[src/rtl/rbs_pkg.sv]
package rbs_pkg;

  typedef enum logic [2:0] {
    SQ_IDLE,
    SQ_CHECK,
    SQ_GAP_CORE,
    SQ_GAP_CTRL,
    SQ_PERST,
    SQ_LINK,
    SQ_FAULT
  } seq_state_e;

  localparam logic [7:0] PHY_WORD_ON  = 8'h1C;
  localparam logic [7:0] PHY_WORD_OFF = 8'h1D;
  localparam int unsigned N_CTRL = 2;

  // delay in cycles, never less than one
  function automatic int unsigned us_to_cyc(input int unsigned us, input int unsigned per_us);
    int unsigned c;
    c = us * per_us;
    return (c == 0) ? 1 : c;
  endfunction

  // controller index 1 maps to slot 0, any other index to slot 1
  function automatic logic pick_slot(input logic [31:0] idx);
    return (idx == 32'd1) ? 1'b0 : 1'b1;
  endfunction

  function automatic logic [N_CTRL-1:0] slot_mask(input logic slot);
    logic [N_CTRL-1:0] m;
    m = '0;
    m[slot] = 1'b1;
    return m;
  endfunction

endpackage

[src/rtl/rbs_delay_timer.sv]
module rbs_delay_timer #(
  parameter int unsigned CW = 8
) (
  input  logic          clk,
  input  logic          rst_n,
  input  logic          load_i,
  input  logic [CW-1:0] load_val_i,
  output logic          expired_o
);

  logic [CW-1:0] cnt_q;

  always_ff @(posedge clk or negedge rst_n) begin
    if (!rst_n) begin
      cnt_q <= '0;
    end else if (load_i) begin
      cnt_q <= load_val_i;
    end else if (cnt_q != '0) begin
      cnt_q <= cnt_q - 1'b1;
    end
  end

  assign expired_o = (cnt_q == '0);

endmodule

[src/rtl/rbs_reset_bank.sv]
module rbs_reset_bank
  import rbs_pkg::*;
(
  input  logic              clk,
  input  logic              rst_n,
  input  logic              hold_all_i,
  input  logic              rel_core_i,
  input  logic              rel_ctrl_i,
  input  logic              slot_i,
  output logic              apb_rst_n_o,
  output logic              phy_rst_n_o,
  output logic [N_CTRL-1:0] ctrl_rst_n_o
);

  logic [N_CTRL-1:0] sel_mask;
  assign sel_mask = slot_mask(slot_i);

  always_ff @(posedge clk or negedge rst_n) begin
    if (!rst_n) begin
      apb_rst_n_o <= 1'b0;
      phy_rst_n_o <= 1'b0;
    end else if (hold_all_i) begin
      apb_rst_n_o <= 1'b0;
      phy_rst_n_o <= 1'b0;
    end else if (rel_core_i) begin
      apb_rst_n_o <= 1'b1;
      phy_rst_n_o <= 1'b1;
    end
  end

  for (genvar g = 0; g < N_CTRL; g++) begin : g_ctrl
    always_ff @(posedge clk or negedge rst_n) begin
      if (!rst_n) begin
        ctrl_rst_n_o[g] <= 1'b0;
      end else if (hold_all_i) begin
        ctrl_rst_n_o[g] <= 1'b0;
      end else if (rel_ctrl_i && sel_mask[g]) begin
        ctrl_rst_n_o[g] <= 1'b1;
      end
    end
  end

  // a controller never leaves reset ahead of the APB and PHY resets
  assert_core_first_R4: assert property (@(posedge clk) disable iff (!rst_n)
    (|ctrl_rst_n_o) |-> (apb_rst_n_o && phy_rst_n_o));

  assert_single_ctrl_R5: assert property (@(posedge clk) disable iff (!rst_n)
    $onehot0(ctrl_rst_n_o));

  assert_hold_clears_R9: assert property (@(posedge clk) disable iff (!rst_n)
    hold_all_i |=> (!apb_rst_n_o && !phy_rst_n_o && ctrl_rst_n_o == '0));

endmodule

[src/rtl/rbs_seq_fsm.sv]
module rbs_seq_fsm
  import rbs_pkg::*;
#(
  parameter int unsigned CW        = 8,
  parameter int unsigned IDX_W     = 2,
  parameter int unsigned HOLD_CYC  = 4,
  parameter int unsigned PULSE_CYC = 8
) (
  input  logic             clk,
  input  logic             rst_n,
  input  logic             start_i,
  input  logic             pwr_down_i,
  input  logic             refclk_ok_i,
  input  logic [IDX_W-1:0] ctrl_idx_i,
  input  logic             perst_skip_i,
  input  logic             expired_i,
  output logic             load_o,
  output logic [CW-1:0]    load_val_o,
  output logic             hold_all_o,
  output logic             rel_core_o,
  output logic             rel_ctrl_o,
  output logic             slot_o,
  output logic             pwr_on_o,
  output logic             perst_n_o,
  output logic             train_en_o,
  output logic             busy_o,
  output logic             ready_o,
  output logic             err_o
);

  localparam logic [CW-1:0] HOLD_LD  = CW'(HOLD_CYC - 1);
  localparam logic [CW-1:0] PULSE_LD = CW'(PULSE_CYC - 1);

  seq_state_e st_q, st_d;
  logic       skip_q;
  logic       accept_start;
  logic       clk_fail;
  logic       is_busy_d;

  always_comb begin
    st_d         = st_q;
    load_o       = 1'b0;
    load_val_o   = '0;
    hold_all_o   = 1'b0;
    rel_core_o   = 1'b0;
    rel_ctrl_o   = 1'b0;
    accept_start = 1'b0;
    clk_fail     = 1'b0;
    if (pwr_down_i) begin
      hold_all_o = 1'b1;
      st_d       = SQ_IDLE;
    end else begin
      case (st_q)
        SQ_IDLE, SQ_FAULT: begin
          if (start_i) begin
            accept_start = 1'b1;
            hold_all_o   = 1'b1;
            st_d         = SQ_CHECK;
          end
        end
        SQ_CHECK: begin
          if (refclk_ok_i) begin
            rel_core_o = 1'b1;
            load_o     = 1'b1;
            load_val_o = HOLD_LD;
            st_d       = SQ_GAP_CORE;
          end else begin
            clk_fail = 1'b1;
            st_d     = SQ_FAULT;
          end
        end
        SQ_GAP_CORE: begin
          if (expired_i) begin
            rel_ctrl_o = 1'b1;
            load_o     = 1'b1;
            load_val_o = HOLD_LD;
            st_d       = SQ_GAP_CTRL;
          end
        end
        SQ_GAP_CTRL: begin
          if (expired_i) begin
            if (skip_q) begin
              st_d = SQ_LINK;
            end else begin
              load_o     = 1'b1;
              load_val_o = PULSE_LD;
              st_d       = SQ_PERST;
            end
          end
        end
        SQ_PERST: begin
          if (expired_i) st_d = SQ_LINK;
        end
        SQ_LINK: st_d = SQ_LINK;
        default: st_d = SQ_IDLE;
      endcase
    end
  end

  assign is_busy_d = (st_d == SQ_CHECK) || (st_d == SQ_GAP_CORE) ||
                     (st_d == SQ_GAP_CTRL) || (st_d == SQ_PERST);

  always_ff @(posedge clk or negedge rst_n) begin
    if (!rst_n) begin
      st_q       <= SQ_IDLE;
      skip_q     <= 1'b0;
      slot_o     <= 1'b1;
      pwr_on_o   <= 1'b0;
      perst_n_o  <= 1'b1;
      train_en_o <= 1'b0;
      busy_o     <= 1'b0;
      ready_o    <= 1'b0;
      err_o      <= 1'b0;
    end else begin
      st_q       <= st_d;
      perst_n_o  <= (st_d != SQ_PERST);
      train_en_o <= (st_d == SQ_LINK);
      ready_o    <= (st_d == SQ_LINK) && (st_q != SQ_LINK);
      err_o      <= (st_d == SQ_FAULT);
      busy_o     <= is_busy_d;
      if (accept_start) begin
        skip_q   <= perst_skip_i;
        slot_o   <= pick_slot(32'(ctrl_idx_i));
        pwr_on_o <= 1'b1;
      end else if (pwr_down_i) begin
        pwr_on_o <= 1'b0;
      end
    end
  end

  assert_busy_excl_R8: assert property (@(posedge clk) disable iff (!rst_n)
    !(busy_o && train_en_o));

  assert_ready_single_R6: assert property (@(posedge clk) disable iff (!rst_n)
    ready_o |=> !ready_o);

  assert_train_after_pin_R6: assert property (@(posedge clk) disable iff (!rst_n)
    train_en_o |-> perst_n_o);

  assert_fault_from_check_R3: assert property (@(posedge clk) disable iff (!rst_n)
    clk_fail |=> (err_o && !busy_o));

  assert_pwrdn_quiet_R9: assert property (@(posedge clk) disable iff (!rst_n)
    pwr_down_i |=> (!train_en_o && !busy_o && !err_o && perst_n_o && !pwr_on_o));

  assert_start_busy_R10: assert property (@(posedge clk) disable iff (!rst_n)
    (start_i && busy_o && !pwr_down_i) |-> !accept_start);

endmodule

[src/rtl/rbs_bringup_seq.sv]
module rbs_bringup_seq
  import rbs_pkg::*;
#(
  parameter int unsigned CYC_PER_US = 100,
  parameter int unsigned HOLD_US    = 1000,
  parameter int unsigned PULSE_US   = 5000,
  parameter int unsigned IDX_W      = 2
) (
  input  logic             clk,
  input  logic             rst_n,
  input  logic             start_i,
  input  logic             pwr_down_i,
  input  logic             refclk_ok_i,
  input  logic [IDX_W-1:0] ctrl_idx_i,
  input  logic             perst_skip_i,
  output logic [7:0]       phy_pwr_o,
  output logic             apb_rst_n_o,
  output logic             phy_rst_n_o,
  output logic [1:0]       ctrl_rst_n_o,
  output logic             perst_n_o,
  output logic             train_en_o,
  output logic             busy_o,
  output logic             ready_o,
  output logic             err_o
);

  localparam int unsigned HOLD_CYC  = us_to_cyc(HOLD_US, CYC_PER_US);
  localparam int unsigned PULSE_CYC = us_to_cyc(PULSE_US, CYC_PER_US);
  localparam int unsigned MAX_CYC   = (HOLD_CYC > PULSE_CYC) ? HOLD_CYC : PULSE_CYC;
  localparam int unsigned CW        = $clog2(MAX_CYC) + 1;

  logic          tmr_load;
  logic [CW-1:0] tmr_val;
  logic          tmr_expired;
  logic          hold_all;
  logic          rel_core;
  logic          rel_ctrl;
  logic          slot;
  logic          pwr_on;

  rbs_seq_fsm #(
    .CW        (CW),
    .IDX_W     (IDX_W),
    .HOLD_CYC  (HOLD_CYC),
    .PULSE_CYC (PULSE_CYC)
  ) u_fsm (
    .clk          (clk),
    .rst_n        (rst_n),
    .start_i      (start_i),
    .pwr_down_i   (pwr_down_i),
    .refclk_ok_i  (refclk_ok_i),
    .ctrl_idx_i   (ctrl_idx_i),
    .perst_skip_i (perst_skip_i),
    .expired_i    (tmr_expired),
    .load_o       (tmr_load),
    .load_val_o   (tmr_val),
    .hold_all_o   (hold_all),
    .rel_core_o   (rel_core),
    .rel_ctrl_o   (rel_ctrl),
    .slot_o       (slot),
    .pwr_on_o     (pwr_on),
    .perst_n_o    (perst_n_o),
    .train_en_o   (train_en_o),
    .busy_o       (busy_o),
    .ready_o      (ready_o),
    .err_o        (err_o)
  );

  rbs_delay_timer #(.CW(CW)) u_tmr (
    .clk        (clk),
    .rst_n      (rst_n),
    .load_i     (tmr_load),
    .load_val_i (tmr_val),
    .expired_o  (tmr_expired)
  );

  rbs_reset_bank u_bank (
    .clk          (clk),
    .rst_n        (rst_n),
    .hold_all_i   (hold_all),
    .rel_core_i   (rel_core),
    .rel_ctrl_i   (rel_ctrl),
    .slot_i       (slot),
    .apb_rst_n_o  (apb_rst_n_o),
    .phy_rst_n_o  (phy_rst_n_o),
    .ctrl_rst_n_o (ctrl_rst_n_o)
  );

  assign phy_pwr_o = pwr_on ? PHY_WORD_ON : PHY_WORD_OFF;

  assert_err_holds_resets_R3: assert property (@(posedge clk) disable iff (!rst_n)
    err_o |-> (!apb_rst_n_o && !phy_rst_n_o && ctrl_rst_n_o == 2'b00));

  assert_train_needs_ctrl_R6: assert property (@(posedge clk) disable iff (!rst_n)
    train_en_o |-> (|ctrl_rst_n_o));

  assert_busy_powered_R2: assert property (@(posedge clk) disable iff (!rst_n)
    busy_o |-> (phy_pwr_o == PHY_WORD_ON));

endmodule

[config.mk]
export PLATFORM = sky130hd
export DESIGN_NAME = rbs_bringup_seq
export DESIGN_NICKNAME = d
export VERILOG_FILES = /design/src/rtl/rbs_pkg.sv /design/src/rtl/rbs_delay_timer.sv /design/src/rtl/rbs_reset_bank.sv /design/src/rtl/rbs_seq_fsm.sv /design/src/rtl/rbs_bringup_seq.sv
export SDC_FILE = /design/constraint.sdc
export NUM_CORES = 1
export LEC_CHECK = 0
export ABC_AREA = 1
export CAP_MARGIN = 25
export CORE_UTILIZATION = 40
export CTS_CLUSTER_SIZE = 12
export DETAILED_ROUTE_END_ITERATION = 8
export PLACE_DENSITY = 0.57
export SLEW_MARGIN = 15
export SYNTH_ARGS = -nofsm -noshare
export SYNTH_HDL_FRONTEND = slang
export SYNTH_SLANG_ARGS = --single-unit
[constraint.sdc]
create_clock -name clk -period 3.3 [get_ports clk]
set_clock_uncertainty 0.15 [all_clocks]
set_input_delay 0.66 -clock clk [delete_from_list [all_inputs] [get_ports clk]]
set_output_delay 0.66 -clock clk [all_outputs]
set_load 0.01 [all_outputs]
; ---- Word level (Yosys, flattened, before mapping)
; Index checks and enable logic that the tools add are counted.
[word_totals]
register_bits = 34
inputBits = 8
out_inout_bits = 17
wordCells = 89
[classes]
addsub = 1
muxes = 42
eq_ne = 15
magnitude_cmp = 2
reduce_logical = 16
[op_table]
columns = cell, count
row1 = $mux 20, 4
row2 = $pmux 20 s3, 1
row3 = $mux 17, 2
row4 = $mux 1, 25
row5 = $logic_not 20->1, 1
row6 = $reduce_bool 20->1, 1
row7 = $sub 20x1->20 const B, 1
row8 = $mux 19, 1
row9 = $eq 3x3->1 const B, 6
row10 = $mux 3, 6
row11 = $pmux 3 s6, 1
row12 = $eq 3x2->1 const B, 4
row13 = $reduce_bool 2->1, 5
row14 = $eq 3x1->1 const B, 2
row15 = $ne 3x3->1 const B, 2
row16 = $logic_and 1x1->1, 4
row17 = $logic_not 3->1, 1
row18 = $logic_or 1x1->1, 3
row19 = $pmux 1 s3, 1
row20 = $eq 2x1->1 const B, 1
row21 = $lt 1x2->1 const B, 1
row22 = $reduce_or 2->1, 1
row23 = $demux 1 s1, 1
row24 = $ge 1x1->1 const B, 1

; ---- Depth between registers and ports, before layout
[depth]
word_depth = 8
ltp_mapped = 15
depth_no_buf = 14

; ---- Modules after synthesis
; Synthesis repeated with hierarchy kept, for this count alone.
[hier_totals]
cells_unflattened = 326
hier_area_um2 = 2312.2
[modules_own_cells]
columns = mod, seq_area_each_um2, cells_per_inst, area_each_um2, n_inst
row1 = rbs_delay_timer, 500.5, 209, 1390.1, 1
row2 = rbs_seq_fsm, 277.8, 95, 739.5, 1
row3 = rbs_reset_bank, 75.1, 12, 118.9, 1
row4 = rbs_bringup_seq, 0.0, 10, 63.8, 1

; ---- Worst setup path before layout
; Ideal clock, no wire load.
[synth_timing]
path_type = register to register
startpoint = register u_tmr.cnt_q[0]
endpoint = register u_fsm.busy_o
required_time_ps = 3034
setup_time_ps = 116
slack_ps = 1392
path_stages_with_launch = 15
period_less_slack_ps = 1908
arrival_time_ps = 1641
path_buffers = 1
cell_sequence = dfrtp_1 > inv_1 > ha_1 > inv_1 > nor2_1 > nand2_1 > nor2_1 > nand3_4 > buf_6 > a21oi_4 > nand3_2 > nand2_1 > nand2_1 > nand2_1 > nand2_1
[synth_between]
elab_chain_cells = 8
word_cells_on_any_way = 13
cone_classes = 4 x eq/ne / 5 x mux / 4 x reduce/logical
[synth_lines]
columns = element, line
row1 = start: declaration, rbs_delay_timer.sv:11  ; logic [CW-1:0] cnt_q;
row2 = start signal: assignment, rbs_delay_timer.sv:17  ; cnt_q <= load_val_i;
row3 = start signal: assignment, rbs_delay_timer.sv:19  ; cnt_q <= cnt_q - 1'b1;
row4 = $logic_not 20->1 *, rbs_delay_timer.sv:23  ; assign expired_o = (cnt_q == '0);
row5 = $mux 3 (on tied branches), "rbs_seq_fsm.sv:92, rbs_seq_fsm.sv:73, rbs_seq_fsm.sv:81"
row6 = $pmux 3 s6 *, rbs_seq_fsm.sv:53  ; case (st_q)
row7 = $mux 3 *, rbs_seq_fsm.sv:49  ; if (pwr_down_i) begin
row8 = $eq 3x1->1 / $eq 3x2->1 (equally long branches), rbs_seq_fsm.sv:100  ; assign is_busy_d = (st_d == SQ_CHECK) || (st_d == SQ_GAP_CORE) ||
row9 = $logic_or 1x1->1 (2 in series), rbs_seq_fsm.sv:100
row10 = $logic_or 1x1->1 *, rbs_seq_fsm.sv:101  ; (st_d == SQ_GAP_CTRL) || (st_d == SQ_PERST);
row11 = via u_fsm.is_busy_d, rbs_seq_fsm.sv:38  ; logic is_busy_d;
row12 = end signal: assignment, rbs_seq_fsm.sv:120  ; busy_o <= is_busy_d;
row13 = end: declaration, rbs_seq_fsm.sv:26  ; output logic busy_o,
; The timed path passes the listed nets; every way through them passes the cells marked *.
; A chain may end at the register's enable or synchronous reset.

; ---- Worst setup path in the final report
[layout_timing]
startpoint = register u_tmr.cnt_q[0]
endpoint = register u_tmr.cnt_q[2]
[layout_between]
elab_chain_cells = 5
word_cells_on_any_way = 14
cone_classes = 1 x add/sub / 10 x mux / 3 x reduce/logical
[layout_lines]
columns = element
row1 = "parallel branches: the longest is 5 deep, another holds $sub 20x1->20"
; Several ways; the timed one is not identified. The select of a mux whose other input is x is not followed.

==> flow_metrics.py <==
metrics = {
    "run_status": {
        "status": "finished clean",
    },
    "yosys": {
        "ys_seq_elements": 34,
        "synthTopCellsByCount": "nand2_1, nor2_1, inv_1",
        "yosys_warnings": 0,
        "synth_top_family_by_area": "simple AND/OR/NAND/NOR gates",
        "synthTopCellsByArea": "dfrtp_1, nand2_1, nor2_1, inv_1, nand3_1",
        "syn_area_per_cell_um2": 7.93,
        "synth_xor_xnor_area_share_pct": 4.69,
        "synth_mux_area_share_pct": 0,
        "synth_fa_ha_area_share_pct": 1.22,
        "synth_edf_count": 0,
        "synth_compound_area_share_pct": 7.25,
        "yosysUniqueCellTypes": 35,
        "synthSimpleGateAreaFrac_pct": 33.6,
        "synthCells": 259,
        "yosys_most_used_dff": "dfrtp_1",
        "synth-seq-area-share_pct": 41.6,
        "yosysMostFrequentCell": "nand2_1",
        "synthArstFlopShare_pct": 100,
        "synth.cell_area_um2": 2050,
        "yosysTopAreaCell": "dfrtp_1",
        "synth_top_area_share_pct": 39.0,
    },
    "sta": {
        "finalMaxSlewViolations": 0,
        "max-slew-margin-rel_pct": 49.4,
        "min_period_ns": 2.18,
        "tightest_slew_ns": 0.759,
        "period_share_pct": 66.0,
        "rsz0062_at_grt": "no",
        "setup_tns_ns": 0,
        "hold_viol": 0,
        "clock.fmax_mhz": 459,
        "setup_viol": 0,
    },
    "power_and_ir_drop": {
        "vdd_ir_drop_max_mv": 0.232,
        "p_total_w": 0.00130,
        "power_density_nw_per_um2": 559,
        "leakagePower_nw": 1.08,
    },
    "layout": {
        "fin_cells": 346,
        "n_antenna_cell": 0,
        "layout-drive-gt1-share_pct": 13.6,
        "fin_util_pct": 48.3,
        "syn_to_final_growth_pct": 13.2,
        "finalNetCount": 288,
    },
    "clock_tree": {
        "htree_levels": 2,
        "cts_max_path_buffers": 2,
        "clkLatencyLatePin_ns": 0.29,
        "cts_num_sinks": 34,
        "ctsResizeCount": 0,
        "cts_tree": "done",
        "post-cts-setup-buffers": 0,
        "cts_root_buf": "clkbuf_8",
        "ctsHoldBuffers": 0,
        "cts_buffers": 5,
        "path_clk_slew_ns": 0.07,
    },
    "detailed_routing": {
        "drtIter0Drc": 99,
        "wl_per_cell_um": 12.0,
        "routed_wirelength_um": 4160,
        "ant_nets": 0,
        "drc": 0,
        "vias": 1608,
        "drt_pass1_iterations": 4,
        "drt-vias-per-instance": 4.65,
    },
    "placement": {
        "hpwl_um": 3220,
        "port_buffers": 17,
        "gp_congestion": 0.867,
        "placed_cells": 338,
    },
    "floorplanning": {
        "ios": 25,
        "core_area_um2": 4820,
        "die_h_um": 73.6,
        "die_area_um2": 5420,
        "die_x_um": 73.6,
        "floorplan.initialDensity_pct": 42.6,
        "num_rows": 25,
    },
    "setup_path": {
        "endpoint_kind": "flop",
        "crit_required_ns": 3.37,
        "path_class": "flop to flop",
        "regToRegSetupSlack_ns": 1.12,
        "crit_fanout": 12,
        "rr_startpoint": "u_tmr.cnt_q[0]",
        "arrival_ns": 2.25,
        "r2r_cells": 12,
        "startpoint_type": "flop",
        "r2r_end": "u_tmr.cnt_q[2]",
    },
    "run": {
        "maxCapViolCount": 0,
    },
    "global_route": {
        "grt_pass1_wl_um": 7040,
        "grtUsageTotal_pct": 17.6,
        "grt_overflow": 0,
        "grt_antenna_before_repair": 0,
        "grt_start_max_net_pins": 35,
        "grt_pass1_vias": 1562,
    },
    "hold_path": {
        "hp-class": "primary input to async pin",
    },
}
## worst max-delay path, stage by stage, from the launching register on
cell and delay (ns):
dfrtp_1 0.37, inv_1 0.15, ha_1 0.17, inv_1 0.05, nor2_1 0.11, nand2_1 0.06, nor2_1 0.17, nand3_4 0.23
nor2_4 0.16, nand3_2 0.15, nand2_8 0.15, inv_4 0.07, a21oi_2 0.10
## power breakdown
group          total [W]  switching, W  internal [W]
sequential      0.000597     0.0000862      0.000510
combinational   0.000406      0.000247      0.000160
clock           0.000297      0.000147      0.000150
## final cells by class
cell class	count	area (um2)
well taps	67	83.8
fillers	510	2490
flip-flops and latches	34	853
multi-input cells	179	986
repair buffers	17	165
inverters	41	156
clock buffers	8	80.1
## worst max-delay path by stage
stage,from,slack (ns),cells past startpoint,endpoint
2_1_floorplan,u_tmr.cnt_q[0],1.39,14,u_fsm.busy_o
6_report,u_tmr.cnt_q[0],1.12,12,u_tmr.cnt_q[2]
4_1_cts,u_tmr.cnt_q[0],1.11,12,u_tmr.cnt_q[2]
5_1_grt,u_tmr.cnt_q[0],0.81,12,u_fsm.ready_o
3_3_place_gp,pwr_down_i,1.09,6,u_tmr.cnt_q[17]
3_5_place_dp,pwr_down_i,1.05,6,u_tmr.cnt_q[8]
## kinds of logic (layout without fill, tap and decap cells)
| kind of cell | after synthesis | after routing |
|---|---|---|
| AO/OA/AOI/OAI | 24 | 24 |
| XOR/XNOR | 11 | 11 |
| flip-flops | 34 | 34 |
| buffers and inverters | 51 | 66 |
| other | 2 | 7 |
| AND/OR/NAND/NOR | 135 | 135 |
| adder cells (fa/ha/maj) | 2 | 2 |
## per-stage QoR
step           worst slack (ns)  hold slack, ns  area [um2]
2_1_floorplan              1.39           0.214        2070
3_3_place_gp               1.09           0.332        2240
3_5_place_dp               1.05           0.338        2240
4_1_cts                    1.11           0.314        2320
5_1_grt                   0.808           0.355        2320
6_report                   1.12           0.287        2320
## registers in the layout, summed over array words and instances (netlist names)
| register | flops |
|---|---|
| u_tmr.cnt_q | 20 |
| u_fsm.st_q | 3 |
| u_bank.ctrl_rst_n_o | 2 |
| u_bank.apb_rst_n_o | 1 |
| u_fsm.busy_o | 1 |
| u_fsm.err_o | 1 |
| u_fsm.perst_n_o | 1 |
| u_fsm.pwr_on_o | 1 |
| u_fsm.ready_o | 1 |
| u_fsm.skip_q | 1 |
| u_fsm.slot_o | 1 |
| u_fsm.train_en_o | 1 |
## cell usage in the layout (no fill, tap or decap), drive strengths merged, types with 2 or more instances in the layout
cell,n
dfstp,2
nand2,51
o211ai,3
nand4,2
a21oi,9
conb,7
nor3,3
nand3,25
dfrtp,32
clkdlybuf4s50,16
clkbuf,8
nor3b,4
nor2,48
xnor2,3
o21ai,11
xor2,8
ha,2
inv,40
## routing by layer
metal / global-route usage [%] / share of wire (%) / vias up
met1: 21.5 / 46 / 741
met3: 4.25 / 3.0 / 5
met2: 30.0 / 50 / 27
li1: - / - / 835
met4: 6.20 / 0.96 / 0
met5: 0 / 0 / -
(Power assumes the default switching activity.)
